===== src/rtl/wdog_pkg.sv =====
package wdog_pkg;

    localparam int unsigned REG_W  = 32;
    localparam int unsigned ADDR_W = 4;
    localparam int unsigned DIV_W  = 18;
    localparam int unsigned TMO_W  = 16;

    // register offsets decoded by software
    localparam logic [ADDR_W-1:0] OFS_CTRL = 4'h0;
    localparam logic [ADDR_W-1:0] OFS_TMO  = 4'h8;
    localparam logic [ADDR_W-1:0] OFS_KICK = 4'hC;

    // control bit positions decoded by software
    localparam int unsigned BIT_FIRE   = 26;
    localparam int unsigned BIT_DIV_ON = 25;
    localparam int unsigned BIT_CLK_ON = 24;
    localparam int unsigned BIT_ARM    = 21;
    localparam int unsigned BIT_RUN    = 18;

    typedef struct packed {
        logic             div_on;
        logic             clk_on;
        logic             arm;
        logic             run;
        logic [DIV_W-1:0] div;
    } ctrl_t;

endpackage


===== src/rtl/wdog_regs.sv =====
module wdog_regs
    import wdog_pkg::*;
(
    input  logic              clk_i,
    input  logic              rst_ni,
    input  logic              we_i,
    input  logic [ADDR_W-1:0] addr_i,
    input  logic [REG_W-1:0]  wdata_i,
    output ctrl_t             ctrl_o,
    output logic [TMO_W-1:0]  tmo_o,
    output logic              kick_o,
    output logic              fire_o,
    output logic [REG_W-1:0]  rdata_o
);

    typedef struct packed {
        ctrl_t            ctrl;
        logic [TMO_W-1:0] tmo;
    } regs_t;

    regs_t regs_d, regs_q;
    logic  hit_ctrl, hit_tmo, hit_kick;
    logic  unused_wdata;

    assign unused_wdata = ^wdata_i;

    always_comb begin
        hit_ctrl = we_i && (addr_i == OFS_CTRL);
        hit_tmo  = we_i && (addr_i == OFS_TMO);
        hit_kick = we_i && (addr_i == OFS_KICK);

        regs_d = regs_q;
        if (hit_ctrl) begin
            regs_d.ctrl.div_on = wdata_i[BIT_DIV_ON];
            regs_d.ctrl.clk_on = wdata_i[BIT_CLK_ON];
            regs_d.ctrl.arm    = wdata_i[BIT_ARM];
            regs_d.ctrl.run    = wdata_i[BIT_RUN];
            regs_d.ctrl.div    = wdata_i[DIV_W-1:0];
        end
        if (hit_tmo) begin
            regs_d.tmo = wdata_i[TMO_W-1:0];
        end
    end

    always_ff @(posedge clk_i or negedge rst_ni) begin
        if (!rst_ni) begin
            regs_q <= '0;
        end else begin
            regs_q <= regs_d;
        end
    end

    // readback; the force bit and the restart register always read zero
    always_comb begin
        rdata_o = '0;
        case (addr_i)
            OFS_CTRL: begin
                rdata_o[BIT_DIV_ON]  = regs_q.ctrl.div_on;
                rdata_o[BIT_CLK_ON]  = regs_q.ctrl.clk_on;
                rdata_o[BIT_ARM]     = regs_q.ctrl.arm;
                rdata_o[BIT_RUN]     = regs_q.ctrl.run;
                rdata_o[DIV_W-1:0]   = regs_q.ctrl.div;
            end
            OFS_TMO: begin
                rdata_o[TMO_W-1:0] = regs_q.tmo;
            end
            default: begin
                rdata_o = '0;
            end
        endcase
    end

    assign ctrl_o = regs_q.ctrl;
    assign tmo_o  = regs_q.tmo;
    assign kick_o = hit_kick;
    assign fire_o = hit_ctrl && wdata_i[BIT_FIRE];

endmodule


===== src/rtl/wdog_prescaler.sv =====
module wdog_prescaler #(
    parameter int unsigned DIV_W = 18
) (
    input  logic             clk_i,
    input  logic             rst_ni,
    input  logic             run_i,
    input  logic             clear_i,
    input  logic [DIV_W-1:0] div_i,
    output logic             tick_o
);

    typedef struct packed {
        logic [DIV_W-1:0] cnt;
    } pre_t;

    pre_t           pre_d, pre_q;
    logic [DIV_W:0] nxt;
    logic           reached;

    always_comb begin
        nxt     = {1'b0, pre_q.cnt} + {{DIV_W{1'b0}}, 1'b1};
        // a divide value of zero reaches on every clock, like one
        reached = nxt >= {1'b0, div_i};
        tick_o  = run_i && !clear_i && reached;

        pre_d = pre_q;
        if (!run_i || clear_i || reached) begin
            pre_d.cnt = '0;
        end else begin
            pre_d.cnt = nxt[DIV_W-1:0];
        end
    end

    always_ff @(posedge clk_i or negedge rst_ni) begin
        if (!rst_ni) begin
            pre_q <= '0;
        end else begin
            pre_q <= pre_d;
        end
    end

endmodule


===== src/rtl/wdog_tick_ctr.sv =====
module wdog_tick_ctr #(
    parameter int unsigned TMO_W = 16
) (
    input  logic             clk_i,
    input  logic             rst_ni,
    input  logic             run_i,
    input  logic             clear_i,
    input  logic             tick_i,
    input  logic             arm_i,
    input  logic [TMO_W-1:0] tmo_i,
    output logic             expire_o,
    output logic [TMO_W-1:0] count_o
);

    typedef struct packed {
        logic [TMO_W-1:0] cnt;
    } tck_t;

    tck_t           tck_d, tck_q;
    logic [TMO_W:0] nxt;
    logic           reached;

    always_comb begin
        nxt      = {1'b0, tck_q.cnt} + {{TMO_W{1'b0}}, 1'b1};
        // ">=" also covers a timeout lowered below the running count
        reached  = nxt >= {1'b0, tmo_i};
        expire_o = tick_i && reached && arm_i;

        tck_d = tck_q;
        if (!run_i || clear_i) begin
            tck_d.cnt = '0;
        end else if (tick_i) begin
            tck_d.cnt = reached ? '0 : nxt[TMO_W-1:0];
        end
    end

    always_ff @(posedge clk_i or negedge rst_ni) begin
        if (!rst_ni) begin
            tck_q <= '0;
        end else begin
            tck_q <= tck_d;
        end
    end

    assign count_o = tck_q.cnt;

endmodule


===== src/rtl/wdog_pulse.sv =====
module wdog_pulse #(
    parameter int unsigned PULSE_LEN = 16
) (
    input  logic clk_i,
    input  logic rst_ni,
    input  logic start_i,
    output logic req_o
);

    localparam int unsigned CW = $clog2(PULSE_LEN + 1);

    typedef struct packed {
        logic [CW-1:0] left;
    } pls_t;

    pls_t pls_d, pls_q;

    always_comb begin
        pls_d = pls_q;
        if (start_i) begin
            pls_d.left = CW'(PULSE_LEN);
        end else if (pls_q.left != '0) begin
            pls_d.left = pls_q.left - 1'b1;
        end
    end

    always_ff @(posedge clk_i or negedge rst_ni) begin
        if (!rst_ni) begin
            pls_q <= '0;
        end else begin
            pls_q <= pls_d;
        end
    end

    assign req_o = pls_q.left != '0;

endmodule


===== src/rtl/wdog_timer.sv =====
module wdog_timer
    import wdog_pkg::*;
#(
    parameter int unsigned PULSE_LEN = 16
) (
    input  logic              clk_i,
    input  logic              rst_ni,
    input  logic              reg_we_i,
    input  logic [ADDR_W-1:0] reg_addr_i,
    input  logic [REG_W-1:0]  reg_wdata_i,
    output logic [REG_W-1:0]  reg_rdata_o,
    output logic              rst_req_o
);

    ctrl_t            ctrl;
    logic [TMO_W-1:0] tmo;
    logic             kick, fire, running, tick, expire;
    logic [TMO_W-1:0] tick_cnt;

    wdog_regs i_regs (
        .clk_i   (clk_i),
        .rst_ni  (rst_ni),
        .we_i    (reg_we_i),
        .addr_i  (reg_addr_i),
        .wdata_i (reg_wdata_i),
        .ctrl_o  (ctrl),
        .tmo_o   (tmo),
        .kick_o  (kick),
        .fire_o  (fire),
        .rdata_o (reg_rdata_o)
    );

    assign running = ctrl.run && ctrl.clk_on && ctrl.div_on;

    wdog_prescaler #(.DIV_W(DIV_W)) i_pre (
        .clk_i   (clk_i),
        .rst_ni  (rst_ni),
        .run_i   (running),
        .clear_i (kick),
        .div_i   (ctrl.div),
        .tick_o  (tick)
    );

    wdog_tick_ctr #(.TMO_W(TMO_W)) i_tck (
        .clk_i    (clk_i),
        .rst_ni   (rst_ni),
        .run_i    (running),
        .clear_i  (kick),
        .tick_i   (tick),
        .arm_i    (ctrl.arm),
        .tmo_i    (tmo),
        .expire_o (expire),
        .count_o  (tick_cnt)
    );

    wdog_pulse #(.PULSE_LEN(PULSE_LEN)) i_pls (
        .clk_i   (clk_i),
        .rst_ni  (rst_ni),
        .start_i (expire || fire),
        .req_o   (rst_req_o)
    );

endmodule


===== config.mk =====
export PLATFORM = sky130hd
export DESIGN_NAME = wdog_timer
export DESIGN_NICKNAME = d
export VERILOG_FILES = /design/src/rtl/wdog_pkg.sv /design/src/rtl/wdog_regs.sv /design/src/rtl/wdog_prescaler.sv /design/src/rtl/wdog_tick_ctr.sv /design/src/rtl/wdog_pulse.sv /design/src/rtl/wdog_timer.sv
export SDC_FILE = /design/constraint.sdc
export NUM_CORES = 1
export LEC_CHECK = 0
export ABC_AREA = 1
export BUFFER_PORTS_ARGS = -buffer_cell sky130_fd_sc_hd__buf_2
export CAP_MARGIN = 20
export CORE_MARGIN = 4
export CORE_UTILIZATION = 45
export CTS_CLUSTER_DIAMETER = 80
export DETAILED_ROUTE_END_ITERATION = 10
export PLACE_DENSITY = 0.65
export SLEW_MARGIN = 20
export SYNTH_ARGS = -nofsm -noshare
export SYNTH_HDL_FRONTEND = slang
export SYNTH_SLANG_ARGS = --single-unit

===== constraint.sdc =====
create_clock -name clk_i -period 3 [get_ports clk_i]
set_input_delay 0.45 -clock clk_i [delete_from_list [all_inputs] [get_ports clk_i]]
set_output_delay 0.45 -clock clk_i [all_outputs]
set_load 0.02 [all_outputs]

==> results.yml <==
worst_setup_path:
  cp.required_ns: 3.26
  endpoint_kind: "register"
  rr_worst_depth: 21
  worstPathArrival_ns: 3.12
  crit_path_max_incr_delay_ns: 0.41
  cp_slowest_cell: "dfrtp_2"
  crit_start: "i_pre.pre_q[0]$_DFF_PN0_"
  r2r-end: "i_pls.pls_q[2]$_DFFE_PN0P_"
  path_common_cell: "nand2_1"
  critPathMaxFanout: 5
  start_kind: "register"
  critical_path.cell_chain: "ha_2, nand2_1, nor2_4, inv_1, nor2_2, nand2_1, xor2_2, inv_1, ha_1, nand2_1, nor2_2, and2_4, nand2_1, nand3_1, nand2_2, nand2_2, nand2_4, nor2_4, nand2_2, nand2_4, nor2_1"
  timing.rr.start: "i_pre.pre_q[0]$_DFF_PN0_"
  crit_type: "register to register"
  r2r_slack_ns: 0.14
drt:
  wl_per_cell_um: 13.5
  vias: 4314
  viasPerCell: 4.94
  drt_iter0_markers: 168
  dr.pass1.iters: 5
  ant_nets: 0
  wl_mm: 11.8
  drc: 0
clocking:
  clk_path_buf_depth: 2
  cts_root_buf: "clkbuf_8"
  clock_sinks: 77
  cts.clk_slew.worst_paths_ns: 0.08
  ctsHoldBuffers: 0
  htreeDepth: 3
  numCtsBuffers: 9
  cts_tree: "built"
  clock_latency_ns: 0.36
die:
  core_area_sq_um: 10900
  initial_utilization_pct: 46.2
  die-area_sq_um: 12900
  fp.dieW_um: 114
  io_pins: 72
  die_y_um: 114
  fp-row-count: 38
sta:
  relSlewSlack_pct: 46.1
  finalClockSkew_ns: 0.0114
  rsz0062_at_grt: "yes"
  fmax_mhz: 349
  setup_viol: 0
  hold_viol: 0
  fin_crit_ns: 2.86
  worst_pin_slew_ns: 0.808
  period_share_pct: 95.5
  layout_setup_ws_ns: 0.135
  hold_ws_ns: 0.106
  report.final.slew_viol_count: 0
synth:
  yosysSeqAreaShare_pct: 38.3
  synth_area_sq_um: 5030
  synth_async_sr_flop_share_pct: 100
  synth_edf_count: 0
  synth_common_cells: "nand2_1, inv_1, dfrtp_1"
  ys_warn_count: 0
  synthDistinctLibCells: 42
  post-synth-top-count-cell: "nand2_1"
  synthFlopType: "dfrtp_1"
  synth_top_area_share_pct: 38.3
  synth_seq_cells: 77
  yosys.area.top_type: "dfrtp_1"
  syn_inst: 662
  syn_avg_cell_area_sq_um: 7.60
  synth_area_leaders: "dfrtp_1, nand2_1, ha_1"
global_route:
  grt_pass1_vias: 4115
  grt_antenna_before_repair: 0
  track_usage_pct: 19.1
  grt_pass1_wl_mm: 19.5
  grt_max_degree: 78
  globalRouteOverflowTotal: 0
hold_path:
  min_path_type: "input pin to asynchronous set/reset pin"
place:
  dp_worst_setup_slack_ns: -0.0184
  portBuffers: 52
  place_congestion: 0.866
  dp_hpwl_mm: 8.70
power_and_ir_drop:
  power.density_nw_per_um2: 485
  peakVddDrop_v: 0.000230
  power.leakage_nw: 3.25
cells_and_area:
  synthToLayoutAreaGrowth_pct: 14.9
  drive_gt1_share_pct: 17.8
  final_util_pct: 53.1
  antennaDiodeCount: 0
  fin_nets: 806
run:
  drv_cap: 0
status:
  status: "finished, final reports clean"
layer usage:
metal	part of all wire, %	up-vias	routed length, um	GRT usage (%)
li1	-	2213	-	-
met1	44	2017	5220	24.7
met3	2.9	18	339	2.39
met4	2.0	0	240	8.09
met5	0	-	0	0
met2	51	66	6030	32.2
per-stage QoR:
stage	instances	area (sq um)	setup TNS, ns	power, mW
after floorplan	671	5070	0	1.87
after detailed placement	847	5420	-0.0846	2.09
final	874	5780	0	2.81
after CTS	863	5580	0	2.79
after global routing	874	5780	-0.979	3.01
after global placement	847	5420	0	2.05
flip-flops by register name, summed over array words and instances (netlist names):
name / flops
i_regs.tmo_o: 16
i_tck.count_o: 16
i_pre.pre_q: 18
i_pls.pls_q: 5
i_regs.ctrl_o: 22
timing repair:
item                                    in CTS  in global routing
endpoints found under the setup margin      16                 38
gates resized for setup                      1                 32
gates cloned                                 0                  1
pin swaps                                    0                 11
setup buffers                                0                 10
power breakdown:
part           total, mW  internal (mW)  switching (mW)  leakage, nW
clock network      0.690          0.300           0.389       0.0784
registers           1.30           1.19           0.103         1.00
logic              0.821          0.303           0.518         2.18
total               2.81           1.80            1.01         3.25
how the worst max path moves through the flow:
stage               cells past startpoint                            to  slack (ns)
floorplan                              21  i_tck.count_o[8]$_DFFE_PN0P_        0.34
global placement                       20  i_tck.count_o[2]$_DFFE_PN0P_        0.04
detailed placement                     20  i_tck.count_o[2]$_DFFE_PN0P_       -0.02
CTS                                    21    i_pls.pls_q[2]$_DFFE_PN0P_       0.009
global route                           21    i_pls.pls_q[1]$_DFFE_PN0P_       -0.08
finish                                 21    i_pls.pls_q[2]$_DFFE_PN0P_        0.14
layout by cell type (no fill, tap or decap), types with 3 or more instances in the layout:
| cell | count |
|---|---|
| inv_2 | 3 |
| nor3_1 | 4 |
| o21ai_0 | 34 |
| nor2_2 | 8 |
| a21oi_1 | 17 |
| xnor2_1 | 5 |
| nand3_2 | 3 |
| clkbuf_1 | 5 |
| nor3_2 | 3 |
| nor2_4 | 4 |
| nand2_2 | 7 |
| clkbuf_8 | 9 |
| nand4_1 | 32 |
| inv_1 | 115 |
| nor4_1 | 3 |
| ha_1 | 36 |
| nand2_4 | 3 |
| o22ai_1 | 15 |
| dfrtp_1 | 76 |
| conb_1 | 10 |
| buf_2 | 51 |
| nand3_1 | 10 |
| nor2_1 | 62 |
| buf_4 | 18 |
| xor2_1 | 21 |
| nand2_1 | 147 |
layout make-up:
class,instances,area [sq um]
clock buffer,14,143
clock inverter,2,10.0
fill,1036,5110
inverter,122,465
multi-input combinational,447,2640
sequential,77,1930
tap,140,175
timing repair buffer,71,413
timing repair inverter,1,6.26
logic make-up after synthesis:
logic type,synth area share (%)
xor gates and xnor gates,4.87
other,0.0745
adders and majority gates,9.45
and+or+nand+nor,27.0
buffers and inverters,12.1
DFF,38.3
AOI/OAI and AO/OA,8.20
critical path, delay by kind of cell (launching register included):
family        cells  cell delay [ns]
flops             1             0.41
buf+inv           2             0.14
fa+ha+maj         2             0.48
xor+xnor          1             0.16
simple gates     16             1.58
Note: power is estimated with default switching activity, not from simulation.
